==> src/rtl/acc_cpu_pkg.sv <==
`timescale 1ns/1ps
package acc_cpu_pkg;

  localparam logic [3:0] OPC_LOAD = 4'h1;
  localparam logic [3:0] OPC_ADD  = 4'h2;
  localparam logic [3:0] OPC_HALT = 4'hF;

  typedef enum logic [3:0] {
    ST_F_MAR,
    ST_F_RD,
    ST_F_MDR,
    ST_F_IR,
    ST_DECODE,
    ST_X_MAR,
    ST_X_RD,
    ST_X_MDR,
    ST_X_WB,
    ST_HALT
  } state_e;

  typedef enum logic [1:0] {
    PH_FETCH = 2'd0,
    PH_EXEC  = 2'd1,
    PH_HALT  = 2'd2
  } phase_e;

  typedef enum logic [1:0] {
    OK_NOP,
    OK_LOAD,
    OK_ADD,
    OK_HALT
  } op_kind_e;

  typedef struct packed {
    logic mar_from_pc;
    logic mar_from_ir;
    logic pc_inc;
    logic mdr_load;
    logic ir_load;
    logic acc_load;
    logic acc_add;
  } ctrl_t;

endpackage

==> src/rtl/acc_cpu_decode.sv <==
`timescale 1ns/1ps
module acc_cpu_decode
  import acc_cpu_pkg::*;
#(
  parameter int unsigned OPC_W = 4
) (
  input  logic [OPC_W-1:0] opcode_i,
  output op_kind_e         kind_o
);

  always_comb begin
    if (opcode_i == OPC_W'(OPC_LOAD))      kind_o = OK_LOAD;
    else if (opcode_i == OPC_W'(OPC_ADD))  kind_o = OK_ADD;
    else if (opcode_i == OPC_W'(OPC_HALT)) kind_o = OK_HALT;
    else                                   kind_o = OK_NOP;
  end

endmodule

==> src/rtl/acc_cpu_adder.sv <==
`timescale 1ns/1ps
module acc_cpu_adder #(
  parameter int unsigned W = 16
) (
  input  logic [W-1:0] a_i,
  input  logic [W-1:0] b_i,
  output logic [W-1:0] sum_o,
  output logic         carry_o
);

  logic [W:0] full;

  assign full    = {1'b0, a_i} + {1'b0, b_i};
  assign sum_o   = full[W-1:0];
  assign carry_o = full[W];

endmodule

==> src/rtl/acc_cpu_ctrl.sv <==
`timescale 1ns/1ps
module acc_cpu_ctrl
  import acc_cpu_pkg::*;
(
  input  logic     clk_i,
  input  logic     rst_ni,
  input  op_kind_e kind_i,
  output ctrl_t    ctrl_o,
  output logic     mem_rd_o,
  output phase_e   phase_o
);

  state_e state_q, state_d;

  always_ff @(posedge clk_i or negedge rst_ni) begin
    if (!rst_ni) state_q <= ST_F_MAR;
    else         state_q <= state_d;
  end

  always_comb begin
    state_d  = state_q;
    ctrl_o   = '0;
    mem_rd_o = 1'b0;
    unique case (state_q)
      ST_F_MAR: begin
        ctrl_o.mar_from_pc = 1'b1;
        state_d = ST_F_RD;
      end
      ST_F_RD: begin
        ctrl_o.pc_inc = 1'b1;
        mem_rd_o      = 1'b1;
        state_d       = ST_F_MDR;
      end
      ST_F_MDR: begin
        ctrl_o.mdr_load = 1'b1;
        state_d         = ST_F_IR;
      end
      ST_F_IR: begin
        ctrl_o.ir_load = 1'b1;
        state_d        = ST_DECODE;
      end
      ST_DECODE: begin
        unique case (kind_i)
          OK_LOAD, OK_ADD: state_d = ST_X_MAR;
          OK_HALT:         state_d = ST_HALT;
          default:         state_d = ST_F_MAR;
        endcase
      end
      ST_X_MAR: begin
        ctrl_o.mar_from_ir = 1'b1;
        state_d = ST_X_RD;
      end
      ST_X_RD: begin
        mem_rd_o = 1'b1;
        state_d  = ST_X_MDR;
      end
      ST_X_MDR: begin
        ctrl_o.mdr_load = 1'b1;
        state_d         = ST_X_WB;
      end
      ST_X_WB: begin
        // IR is unchanged through execute, so the live decode selects the write
        ctrl_o.acc_load = (kind_i == OK_LOAD);
        ctrl_o.acc_add  = (kind_i == OK_ADD);
        state_d         = ST_F_MAR;
      end
      ST_HALT: state_d = ST_HALT;
      default: state_d = ST_F_MAR;
    endcase
  end

  always_comb begin
    unique case (state_q)
      ST_X_MAR, ST_X_RD, ST_X_MDR, ST_X_WB: phase_o = PH_EXEC;
      ST_HALT:                              phase_o = PH_HALT;
      default:                              phase_o = PH_FETCH;
    endcase
  end

endmodule

==> src/rtl/acc_cpu_dpath.sv <==
`timescale 1ns/1ps
module acc_cpu_dpath
  import acc_cpu_pkg::*;
#(
  parameter int unsigned DATA_W = 16,
  parameter int unsigned ADDR_W = 12,
  localparam int unsigned OPC_W = DATA_W - ADDR_W
) (
  input  logic              clk_i,
  input  logic              rst_ni,
  input  ctrl_t             ctrl_i,
  input  logic [DATA_W-1:0] mem_rdata_i,
  output logic [ADDR_W-1:0] mem_addr_o,
  output logic [OPC_W-1:0]  opcode_o,
  output logic [DATA_W-1:0] acc_o,
  output logic              carry_o
);

  logic [ADDR_W-1:0] pc_q, mar_q;
  logic [DATA_W-1:0] mdr_q, ir_q, acc_q;
  logic              carry_q;
  logic [DATA_W-1:0] sum;
  logic              sum_c;

  acc_cpu_adder #(.W(DATA_W)) u_adder (
    .a_i     (acc_q),
    .b_i     (mdr_q),
    .sum_o   (sum),
    .carry_o (sum_c)
  );

  always_ff @(posedge clk_i or negedge rst_ni) begin
    if (!rst_ni) begin
      pc_q    <= '0;
      mar_q   <= '0;
      mdr_q   <= '0;
      ir_q    <= '0;
      acc_q   <= '0;
      carry_q <= 1'b0;
    end else begin
      if (ctrl_i.mar_from_pc)      mar_q <= pc_q;
      else if (ctrl_i.mar_from_ir) mar_q <= ir_q[ADDR_W-1:0];
      if (ctrl_i.pc_inc)   pc_q  <= pc_q + 1'b1;
      if (ctrl_i.mdr_load) mdr_q <= mem_rdata_i;
      if (ctrl_i.ir_load)  ir_q  <= mdr_q;
      if (ctrl_i.acc_load) begin
        acc_q <= mdr_q;
      end else if (ctrl_i.acc_add) begin
        acc_q   <= sum;
        carry_q <= sum_c;
      end
    end
  end

  assign mem_addr_o = mar_q;
  assign opcode_o   = ir_q[DATA_W-1:ADDR_W];
  assign acc_o      = acc_q;
  assign carry_o    = carry_q;

endmodule

==> src/rtl/acc_cpu.sv <==
`timescale 1ns/1ps
module acc_cpu
  import acc_cpu_pkg::*;
#(
  parameter int unsigned DATA_W = 16,
  parameter int unsigned ADDR_W = 12
) (
  input  logic              clk_i,
  input  logic              rst_ni,
  output logic [ADDR_W-1:0] mem_addr_o,
  output logic              mem_rd_o,
  input  logic [DATA_W-1:0] mem_rdata_i,
  output logic [DATA_W-1:0] acc_o,
  output logic              carry_o,
  output logic [1:0]        phase_o
);

  localparam int unsigned OPC_W = DATA_W - ADDR_W;

  ctrl_t            ctrl;
  op_kind_e         kind;
  phase_e           phase;
  logic [OPC_W-1:0] opcode;

  acc_cpu_decode #(.OPC_W(OPC_W)) u_decode (
    .opcode_i (opcode),
    .kind_o   (kind)
  );

  acc_cpu_ctrl u_ctrl (
    .clk_i    (clk_i),
    .rst_ni   (rst_ni),
    .kind_i   (kind),
    .ctrl_o   (ctrl),
    .mem_rd_o (mem_rd_o),
    .phase_o  (phase)
  );

  acc_cpu_dpath #(.DATA_W(DATA_W), .ADDR_W(ADDR_W)) u_dpath (
    .clk_i       (clk_i),
    .rst_ni      (rst_ni),
    .ctrl_i      (ctrl),
    .mem_rdata_i (mem_rdata_i),
    .mem_addr_o  (mem_addr_o),
    .opcode_o    (opcode),
    .acc_o       (acc_o),
    .carry_o     (carry_o)
  );

  assign phase_o = phase;

endmodule

==> config.mk <==
export PLATFORM = sky130hd
export DESIGN_NAME = acc_cpu
export DESIGN_NICKNAME = d
export VERILOG_FILES = /design/src/rtl/acc_cpu_pkg.sv /design/src/rtl/acc_cpu_decode.sv /design/src/rtl/acc_cpu_adder.sv /design/src/rtl/acc_cpu_ctrl.sv /design/src/rtl/acc_cpu_dpath.sv /design/src/rtl/acc_cpu.sv
export SDC_FILE = /design/constraint.sdc
export NUM_CORES = 1
export LEC_CHECK = 0
export BUFFER_PORTS_ARGS = -buffer_cell sky130_fd_sc_hd__buf_2
export CORE_MARGIN = 2
export CORE_UTILIZATION = 60
export DETAILED_ROUTE_END_ITERATION = 7
export HOLD_SLACK_MARGIN = 0.03
export PLACE_DENSITY = 0.86
export SLEW_MARGIN = 20
export SYNTH_ARGS = -nofsm -noshare
export SYNTH_HDL_FRONTEND = slang
export SYNTH_SLANG_ARGS = --single-unit
==> constraint.sdc <==
create_clock -name clk_i -period 7.1 [get_ports clk_i]
set_clock_uncertainty 0.15 [all_clocks]
set_input_delay 0.355 -clock clk_i [delete_from_list [all_inputs] [get_ports clk_i]]
set_output_delay 0.355 -clock clk_i [all_outputs]
set_load 0.005 [all_outputs]
==> impl_results.rst, run 1 <==
.. list-table::
   :header-rows: 1

   * - Metric
     - Value
   * - Outcome
     - finished clean
   * - First DRT Iteration DRCs
     - 194
   * - FF-to-FF setup slack
     - 4.32 ns
   * - Post-layout minimum cycle time
     - 2.78 ns
   * - CTS tree
     - yes
   * - Worst-case vdd ir drop
     - 294 uV
   * - Hold violation count in the final report
     - 0
   * - Antenna violations before repair
     - 0
   * - Number of buffers on the longest clock path
     - 2
   * - Flip-flop and latch count after synthesis
     - 77
   * - RD Place Congestion
     - 0.885
   * - Boundary Pins
     - 50
   * - Post-CTS Setup Bufs
     - 0
   * - Startpoint class of the critical path
     - register
   * - Std-Cell Core Area
     - 0.00635 mm2
   * - Top Layer Used
     - met4
   * - Adder-cell share of the synthesized area
     - 0.0684
   * - Met3 layer wire length in the routed design
     - 449 um
   * - Overall die area
     - 0.00725 mm2
   * - Type of destination of the critical path
     - register
   * - Rows
     - 29
   * - Clock buffers created by TritonCTS
     - 9
   * - Syn-to-layout area delta
     - 14.7%
   * - ANT nets after route
     - 0
   * - F_max
     - 360 MHz
   * - ANT cells
     - 0
   * - CP peak stage delay
     - 0.41 ns
   * - Post-route DRC violation count
     - 0
   * - Post-synth EDFFs
     - 0
   * - Commonest non-fill, non-tap cell in the layout
     - sky130_fd_sc_hd__dfrtp_1
   * - Total count of max-transition violations in the final report
     - 0
   * - Setup repair after global routing missed its margin
     - no
   * - Count of nets after finishing
     - 452
   * - Maximum number of pins on one net before global-route repair
     - 78
   * - Clock Latency Late Sink
     - 0.37 ns
   * - CP Data Required Time
     - 7.23 ns
   * - Power density cells
     - 480 mW/mm2
   * - Slowest CP cell
     - sky130_fd_sc_hd__fa_1
   * - Buffer cell driving the clock tree root
     - sky130_fd_sc_hd__clkbuf_8
   * - Relative max-transition margin
     - 0.273
   * - DIE HEIGHT
     - 85.1 um
   * - Routed wire per std cell
     - 16.9 um
   * - Number of buffers added to fix hold violations after cts
     - 0
   * - Path type of the worst setup path
     - register to register
   * - Cells resized by post-CTS repair
     - 0
   * - # clock sinks
     - 77
   * - # port buffers
     - 49
   * - Portion of netlist area occupied by mux cells
     - 0.0970
   * - Post-synthesis average cell area
     - 10.9 um2
   * - Warnings, synthesis
     - 0
   * - CP arrival
     - 2.91 ns
   * - Final worst-path cycle share
     - 0.391
   * - Share of layout cells above drive strength 1
     - 0.275
   * - Routed wire length
     - 8370 um
   * - Area leader, netlist
     - sky130_fd_sc_hd__dfrtp_1
   * - Met1 layer wirelength in the final routing
     - 3920 um
   * - Final TNS setup
     - 0 ns
   * - Part of the Yosys area used for sequential elements
     - 0.488
   * - Simple-gate portion of the synthesized area
     - 0.125
   * - Xor and xnor area share after synthesis
     - 0.0554
   * - Final setup violation count
     - 0
   * - Number of instances in the synthesized netlist
     - 361
   * - Util after Layout
     - 0.713
   * - Global router's overall resource usage
     - 0.246
   * - X dimension of the die
     - 85.1 um
   * - Share of async-settable or async-resettable flops after synthesis
     - 1.00
   * - Clock input transition at the sequential cells of the worst setup and hold paths
     - 0.08 ns
   * - Most common cell type on the critical path
     - sky130_fd_sc_hd__o21ai_0
   * - Via density
     - 5.95
   * - Total of max-cap violations
     - 0
   * - Static leakage
     - 2.18 nW
   * - Combinational family with the most area after synthesis
     - compound AO/OA/AOI/OAI gates
   * - Number of library cell types mapped by synthesis
     - 48
   * - Critical Path, Cell by Cell
     - ha_1, fa_1, a21o_1, a221oi_2, nor3_1, a211oi_2, o21ai_0, xnor2_1, o21ai_0
   * - Post-synth top area share
     - 0.488
   * - Number of vias after detailed routing
     - 2944
   * - Final non-filler cell area
     - 0.00453 mm2
   * - Maximum fanout along the worst path
     - 3
   * - Most used DFF post-synth
     - sky130_fd_sc_hd__dfrtp_1
   * - Complex-gate fraction of the synthesized area
     - 0.148
   * - Wire length of the first global-routing pass
     - 14000 um
   * - GRT overflow
     - 0
   * - Post-placement cell area
     - 0.00427 mm2
   * - CTS HTree Levels
     - 3
   * - Hold crit path type
     - input pin to async pin
   * - Transition at the pin with the smallest max-transition slack
     - 1.09 ns
   * - Vias in the first global route
     - 2848
   * - Biggest area contributors in the synthesized netlist
     - sky130_fd_sc_hd__dfrtp_1, sky130_fd_sc_hd__mux2_2, sky130_fd_sc_hd__ha_1, sky130_fd_sc_hd__nand2_1, sky130_fd_sc_hd__a22oi_1
   * - Number of detailed-routing iterations run before antenna repair
     - 5
   * - WL met2
     - 3860 um
   * - HPWL Detailed
     - 5790 um
   * - Most used cells in the layout excluding fill and tap cells
     - sky130_fd_sc_hd__dfrtp_1, sky130_fd_sc_hd__buf_2, sky130_fd_sc_hd__nand2_1
   * - Syn Nets
     - 400
   * - Area of the mapped netlist
     - 0.00395 mm2
   * - Initial core utilization
     - 0.622
==> worst max-delay path: cells and delay by family (launching register included) <==
kind,cells,cell delay [ns]
AOI/OAI and AO/OA,5,1.22
xor gates and xnor gates,1,0.14
adders and majority gates,2,0.65
DFF,1,0.40
and+or+nand+nor,1,0.14
==> logic make-up after synthesis <==
logic type               after synthesis
multiplexers                          34
flip-flops                            77
XOR/XNOR                              25
buffers and inverters                 17
adder cells (fa/ha/maj)               21
AND/OR/NAND/NOR                      100
AO/OA/AOI/OAI                         87
==> cells in the mapped netlist (2+ instances only) <==
cell / instances
sky130_fd_sc_hd__a21o_1: 4
sky130_fd_sc_hd__o21ai_0: 14
sky130_fd_sc_hd__nand2_1: 40
sky130_fd_sc_hd__ha_1: 20
sky130_fd_sc_hd__o22ai_1: 9
sky130_fd_sc_hd__a31oi_1: 2
sky130_fd_sc_hd__nor2_1: 23
sky130_fd_sc_hd__buf_2: 6
sky130_fd_sc_hd__xor2_1: 10
sky130_fd_sc_hd__o21bai_1: 2
sky130_fd_sc_hd__nand2b_1: 4
sky130_fd_sc_hd__inv_1: 7
sky130_fd_sc_hd__and3_1: 3
sky130_fd_sc_hd__a22oi_1: 19
sky130_fd_sc_hd__dfrtp_1: 77
sky130_fd_sc_hd__a21oi_1: 22
sky130_fd_sc_hd__nand4_1: 4
sky130_fd_sc_hd__mux2_2: 34
sky130_fd_sc_hd__nor3_2: 3
sky130_fd_sc_hd__xnor2_1: 15
sky130_fd_sc_hd__nand3_1: 5
sky130_fd_sc_hd__clkbuf_1: 4
sky130_fd_sc_hd__nor3_1: 5
sky130_fd_sc_hd__o21a_1: 2
sky130_fd_sc_hd__nor2b_1: 4
==> final timing paths <==
path | cells past startpoint | end | startpoint
max in group asynchronous | 2 | u_dpath.acc_o[1] | rst_ni
worst max-delay path | 9 | u_dpath.acc_o[14] | u_dpath.acc_o[0]
worst min register to register | 2 | u_dpath.carry_o | u_dpath.carry_o
worst min-delay path | 2 | u_dpath.carry_o | rst_ni
min in group clk_i | 2 | u_dpath.mdr_q[12] | mem_rdata_i[12]
worst max register to register | 9 | u_dpath.acc_o[14] | u_dpath.acc_o[0]
==> layout make-up <==
type | count | area, um2
Clock buffer | 10 | 138
Clock inverter | 6 | 116
Fill cell | 426 | 1820
Inverter | 7 | 26.3
Multi-Input combinational cell | 267 | 1970
Sequential cell | 77 | 1930
Tap cell | 77 | 96.3
Timing Repair Buffer | 51 | 260
==> per-stage QoR <==
step | setup WS (ns) | power, W | hold slack, ns | std cells
after floorplan | 4.63 | 0.00148 | -0.0906 | 361
after global placement | 4.46 | 0.00169 | 0.306 | 479
after detailed placement | 4.41 | 0.00173 | 0.307 | 479
after CTS | 4.37 | 0.00216 | 0.0651 | 495
after global routing | 4.20 | 0.00232 | 0.0686 | 495
final | 4.32 | 0.00217 | 0.0585 | 495
==> registers in the layout, indices dropped and copies added (netlist names) <==
register and cells:
u_dpath.carry_o 1, u_dpath.mdr_q 16, u_ctrl.state_q 4, u_dpath.pc_q 12, u_dpath.acc_o 16, u_dpath.ir_q 16, u_dpath.mem_addr_o 12
==> per-layer routing <==
layer,global-route usage,vias up
li1,-,1417
met1,0.356,1431
met3,0.0652,13
met5,0,-
met2,0.366,83
met4,0.0794,0
==> where the power goes <==
part	leakage, nW	internal [W]	switching, W
clock network	0.127	0.000246	0.000174
logic	1.08	0.000460	0.000477
registers	0.972	0.000614	0.000202
total	2.18	0.00132	0.000852
(Power assumes the default switching activity.)
==> inputs of run 2 (changes only) <==
--- a/config.mk
+++ b/config.mk
@@ -5,12 +5,13 @@
 export SDC_FILE = /design/constraint.sdc
 export NUM_CORES = 1
 export LEC_CHECK = 0
+export ABC_AREA = 1
 export BUFFER_PORTS_ARGS = -buffer_cell sky130_fd_sc_hd__buf_2
 export CORE_MARGIN = 2
-export CORE_UTILIZATION = 60
+export CORE_UTILIZATION = 53
 export DETAILED_ROUTE_END_ITERATION = 7
 export HOLD_SLACK_MARGIN = 0.03
-export PLACE_DENSITY = 0.86
+export PLACE_DENSITY = 0.8
 export SLEW_MARGIN = 20
 export SYNTH_ARGS = -nofsm -noshare
 export SYNTH_HDL_FRONTEND = slang
==> constraint.sdc (replaced) <==
create_clock -name clk_i -period 2.53 [get_ports clk_i]
set_clock_uncertainty 0.15 [all_clocks]
set_input_delay 0.1265 -clock clk_i [delete_from_list [all_inputs] [get_ports clk_i]]
set_output_delay 0.1265 -clock clk_i [all_outputs]
set_load 0.005 [all_outputs]
==> run 2 against run 1 <==
Net effect: flip-flop and latch count unchanged; routed wire length grew 22%; synthesized cell count grew 56%; sequential power increased to 2.7 times the previous value; highest routed layer unchanged; total power grew to 2.8 times the previous value; register-to-register slack worse by 4.0 ns; largest power group unchanged.
==> impl_results.rst, run 2 <==
.. list-table::
   :header-rows: 1

   * - Metric
     - Value
   * - Outcome
     - finished clean (unchanged)
   * - RD Place Congestion
     - 0.910 (was 0.885)
   * - Post-synth top area share
     - 0.438 (was 0.488)
   * - Transition at the pin with the smallest max-transition slack
     - 0.972 ns (was 1.09 ns)
   * - Commonest non-fill, non-tap cell in the layout
     - sky130_fd_sc_hd__nand2_1 (was sky130_fd_sc_hd__dfrtp_1)
   * - Total count of max-transition violations in the final report
     - 0 (unchanged)
   * - Post-CTS Setup Bufs
     - 0 (unchanged)
   * - Clock Latency Late Sink
     - 0.36 ns (was 0.37 ns)
   * - Buffer cell driving the clock tree root
     - sky130_fd_sc_hd__clkbuf_8 (unchanged)
   * - Post-synthesis average cell area
     - 7.82 um2 (was 10.9 um2)
   * - CP arrival
     - 2.31 ns (was 2.91 ns)
   * - Final worst-path cycle share
     - 0.855 (was 0.391)
   * - Clock input transition at the sequential cells of the worst setup and hold paths
     - 0.09 ns (was 0.08 ns)
   * - Clock buffers created by TritonCTS
     - 9 (unchanged)
   * - Most used cells in the layout excluding fill and tap cells
     - sky130_fd_sc_hd__nand2_1, sky130_fd_sc_hd__dfrtp_1, sky130_fd_sc_hd__inv_1 (was sky130_fd_sc_hd__dfrtp_1, sky130_fd_sc_hd__buf_2, sky130_fd_sc_hd__nand2_1)
   * - # clock sinks
     - 77 (unchanged)
   * - Count of nets after finishing
     - 670 (was 452)
   * - HPWL Detailed
     - 7410 um (was 5790 um)
   * - Number of vias after detailed routing
     - 3854 (was 2944)
   * - ANT cells
     - 0 (unchanged)
   * - Worst-case vdd ir drop
     - 519 uV (was 294 uV)
   * - Part of the Yosys area used for sequential elements
     - 0.438 (was 0.488)
   * - Most common cell in the synthesized netlist
     - sky130_fd_sc_hd__nand2_1 (was sky130_fd_sc_hd__dfrtp_1)
   * - Syn Nets
     - 601 (was 400)
   * - Power density cells
     - 1170 mW/mm2 (was 480 mW/mm2)
   * - Std-Cell Core Area
     - 0.00813 mm2 (was 0.00635 mm2)
   * - DIE HEIGHT
     - 95.1 um (was 85.1 um)
   * - Post-route DRC violation count
     - 0 (unchanged)
   * - Number of buffers added to fix hold violations after cts
     - 17 (was 0)
   * - Warnings, synthesis
     - 0 (unchanged)
   * - Rows
     - 33 (was 29)
   * - Wire length of the first global-routing pass
     - 17000 um (was 14000 um)
   * - ANT nets after route
     - 0 (unchanged)
   * - Static leakage
     - 2.77 nW (was 2.18 nW)
   * - Maximum number of pins on one net before global-route repair
     - 78 (unchanged)
   * - Maximum fanout along the worst path
     - 12 (was 3)
   * - Global router's overall resource usage
     - 0.243 (was 0.246)
   * - Routed wire per std cell
     - 13.8 um (was 16.9 um)
   * - First element of the critical path
     - u_dpath.ir_q[15] (was u_dpath.acc_o[0])
   * - Overall die area
     - 0.00904 mm2 (was 0.00725 mm2)
   * - Crit Reg-Reg Endpoint
     - u_dpath.acc_o[13] (was u_dpath.acc_o[14])
   * - Boundary Pins
     - 50 (unchanged)
   * - CTS HTree Levels
     - 3 (unchanged)
   * - Flip-flop and latch count after synthesis
     - 77 (unchanged)
   * - Hold violation count in the final report
     - 0 (unchanged)
   * - Share of async-settable or async-resettable flops after synthesis
     - 1.00 (unchanged)
   * - Relative max-transition margin
     - 0.352 (was 0.273)
   * - Share of layout cells above drive strength 1
     - 0.170 (was 0.275)
   * - Via density
     - 5.20 (was 5.95)
   * - CTS tree
     - yes (unchanged)
   * - F_max
     - 462 MHz (was 360 MHz)
   * - Worst Reg2Reg Path Length in Cells
     - 10 (was 9)
   * - FF-to-FF setup slack
     - 0.37 ns (was 4.32 ns)
   * - Post-layout minimum cycle time
     - 2.16 ns (was 2.78 ns)
   * - Antenna violations before repair
     - 0 (unchanged)
   * - First DRT Iteration DRCs
     - 229 (was 194)
   * - Cells resized by post-CTS repair
     - 0 (unchanged)
   * - Total of max-cap violations
     - 0 (unchanged)
   * - Hold crit path type
     - input pin to async pin (unchanged)
   * - Final non-filler cell area
     - 0.00510 mm2 (was 0.00453 mm2)
   * - Type of destination of the critical path
     - register (unchanged)
   * - Post-placement cell area
     - 0.00473 mm2 (was 0.00427 mm2)
   * - Area of the mapped netlist
     - 0.00440 mm2 (was 0.00395 mm2)
   * - CP Data Required Time
     - 2.67 ns (was 7.23 ns)
   * - Number of buffers on the longest clock path
     - 2 (unchanged)
   * - Final setup violation count
     - 0 (unchanged)
   * - # port buffers
     - 49 (unchanged)
   * - Initial core utilization
     - 0.541 (was 0.622)
   * - Most used DFF post-synth
     - sky130_fd_sc_hd__dfrtp_1 (unchanged)
   * - Path type of the worst setup path
     - register to register (unchanged)
   * - Number of detailed-routing iterations run before antenna repair
     - 7 (was 5)
   * - Vias in the first global route
     - 3554 (was 2848)
   * - Biggest area contributors in the synthesized netlist
     - sky130_fd_sc_hd__dfrtp_1, sky130_fd_sc_hd__nand2_1, sky130_fd_sc_hd__inv_1, sky130_fd_sc_hd__ha_1, sky130_fd_sc_hd__nand3_1 (was sky130_fd_sc_hd__dfrtp_1, sky130_fd_sc_hd__mux2_2, sky130_fd_sc_hd__ha_1, sky130_fd_sc_hd__nand2_1, sky130_fd_sc_hd__a22oi_1)
   * - Final TNS setup
     - 0 ns (unchanged)
   * - Startpoint class of the critical path
     - register (unchanged)
   * - Number of library cell types mapped by synthesis
     - 37 (was 48)
   * - Area leader, netlist
     - sky130_fd_sc_hd__dfrtp_1 (unchanged)
   * - Routed wire length
     - 10200 um (was 8370 um)
   * - Post-synth EDFFs
     - 0 (unchanged)
   * - Startpoint of the lowest-slack register-to-register path
     - u_dpath.ir_q[15] (was u_dpath.acc_o[0])
   * - Syn-to-layout area delta
     - 16.0% (was 14.7%)
   * - Commonest cells in the netlist
     - sky130_fd_sc_hd__nand2_1, sky130_fd_sc_hd__dfrtp_1, sky130_fd_sc_hd__inv_1 (was sky130_fd_sc_hd__dfrtp_1, sky130_fd_sc_hd__nand2_1, sky130_fd_sc_hd__mux2_2)
   * - X dimension of the die
     - 95.1 um (was 85.1 um)
   * - Setup repair after global routing missed its margin
     - no (unchanged)
   * - GRT overflow
     - 0 (unchanged)
   * - Number of instances in the synthesized netlist
     - 562 (was 361)
run 2: changes by cell type after synthesis, sizes merged, moves of 12 or more:
cell,change
xnor2,-12
o21ai,+19
mux2,-34
inv,+73
nand2,+159
nand3,+44
a21oi,-13
a22oi,-19
run 2: layout make-up:
cell class,instances,area [um2]
fill,706,3030
tap,105,131
clock buffer,9,124
multi-input combinational,389,2090
sequential,77,1930
inverter,84,317
clock inverter,7,62.6
timing repair buffer,70,452
run 2: metal layers:
| layer | GRT usage | vias up | share of wire |
|---|---|---|---|
| met3 | 0.0340 | 20 | 0.049 |
| met4 | 0.0978 | 0 | 0.023 |
| li1 | - | 1910 | - |
| met1 | 0.340 | 1797 | 0.46 |
| met2 | 0.382 | 127 | 0.47 |
| met5 | 0 | - | 0 |
run 2: through the flow:
| stage | std cells | total power, W | util | hold WS (ns) | setup WS (ns) |
|---|---|---|---|---|---|
| final | 741 | 0.00598 | 0.627 | 0.301 | 0.366 |
| after global routing | 741 | 0.00656 | 0.627 | 0.348 | 0.194 |
| after CTS | 740 | 0.00598 | 0.626 | 0.333 | 0.365 |
| after detailed placement | 707 | 0.00504 | 0.582 | 0.189 | 0.376 |
| after global placement | 707 | 0.00490 | 0.582 | 0.189 | 0.468 |
| after floorplan | 562 | 0.00423 | - | -0.319 | 0.585 |
run 2: critical path, cell delays in order (launching register included):
cell and delay [ns]:
sky130_fd_sc_hd__dfrtp_1 0.38, sky130_fd_sc_hd__nor2_1 0.07, sky130_fd_sc_hd__nand3_1 0.13, sky130_fd_sc_hd__inv_1 0.12, sky130_fd_sc_hd__nor2_1 0.21, sky130_fd_sc_hd__ha_1 0.24, sky130_fd_sc_hd__nand2_2 0.08, sky130_fd_sc_hd__nor2_4 0.33
sky130_fd_sc_hd__buf_4 0.24, sky130_fd_sc_hd__nand3_2 0.08, sky130_fd_sc_hd__nand2_1 0.07
run 2: power by group:
part / internal (W) / total, W / switching, W
clock: 0.000379 / 0.000894 / 0.000515
combinational: 0.00108 / 0.00287 / 0.00179
sequential: 0.00175 / 0.00222 / 0.000472
run 2: worst max-delay path by stage:
stage,endpoint,depth (start not counted)
after global routing,u_dpath.acc_o[11],10
after detailed placement,u_dpath.mdr_q[1],5
after CTS,u_dpath.mdr_q[1],5
after floorplan,u_dpath.acc_o[13],11
final,u_dpath.acc_o[13],10
after global placement,u_dpath.acc_o[15],10
run 2: cell families (layout without fill, tap and decap cells):
kind of cell             Yosys count  in the layout  synth area share
adder cells (fa/ha/maj)           21             21            0.0615
flip-flops                        77             77             0.438
AND/OR/NAND/NOR                  296            296             0.308
AO/OA/AOI/OAI                     59             59            0.0797
XOR/XNOR                          13             13            0.0259
buffers and inverters             96            170            0.0868
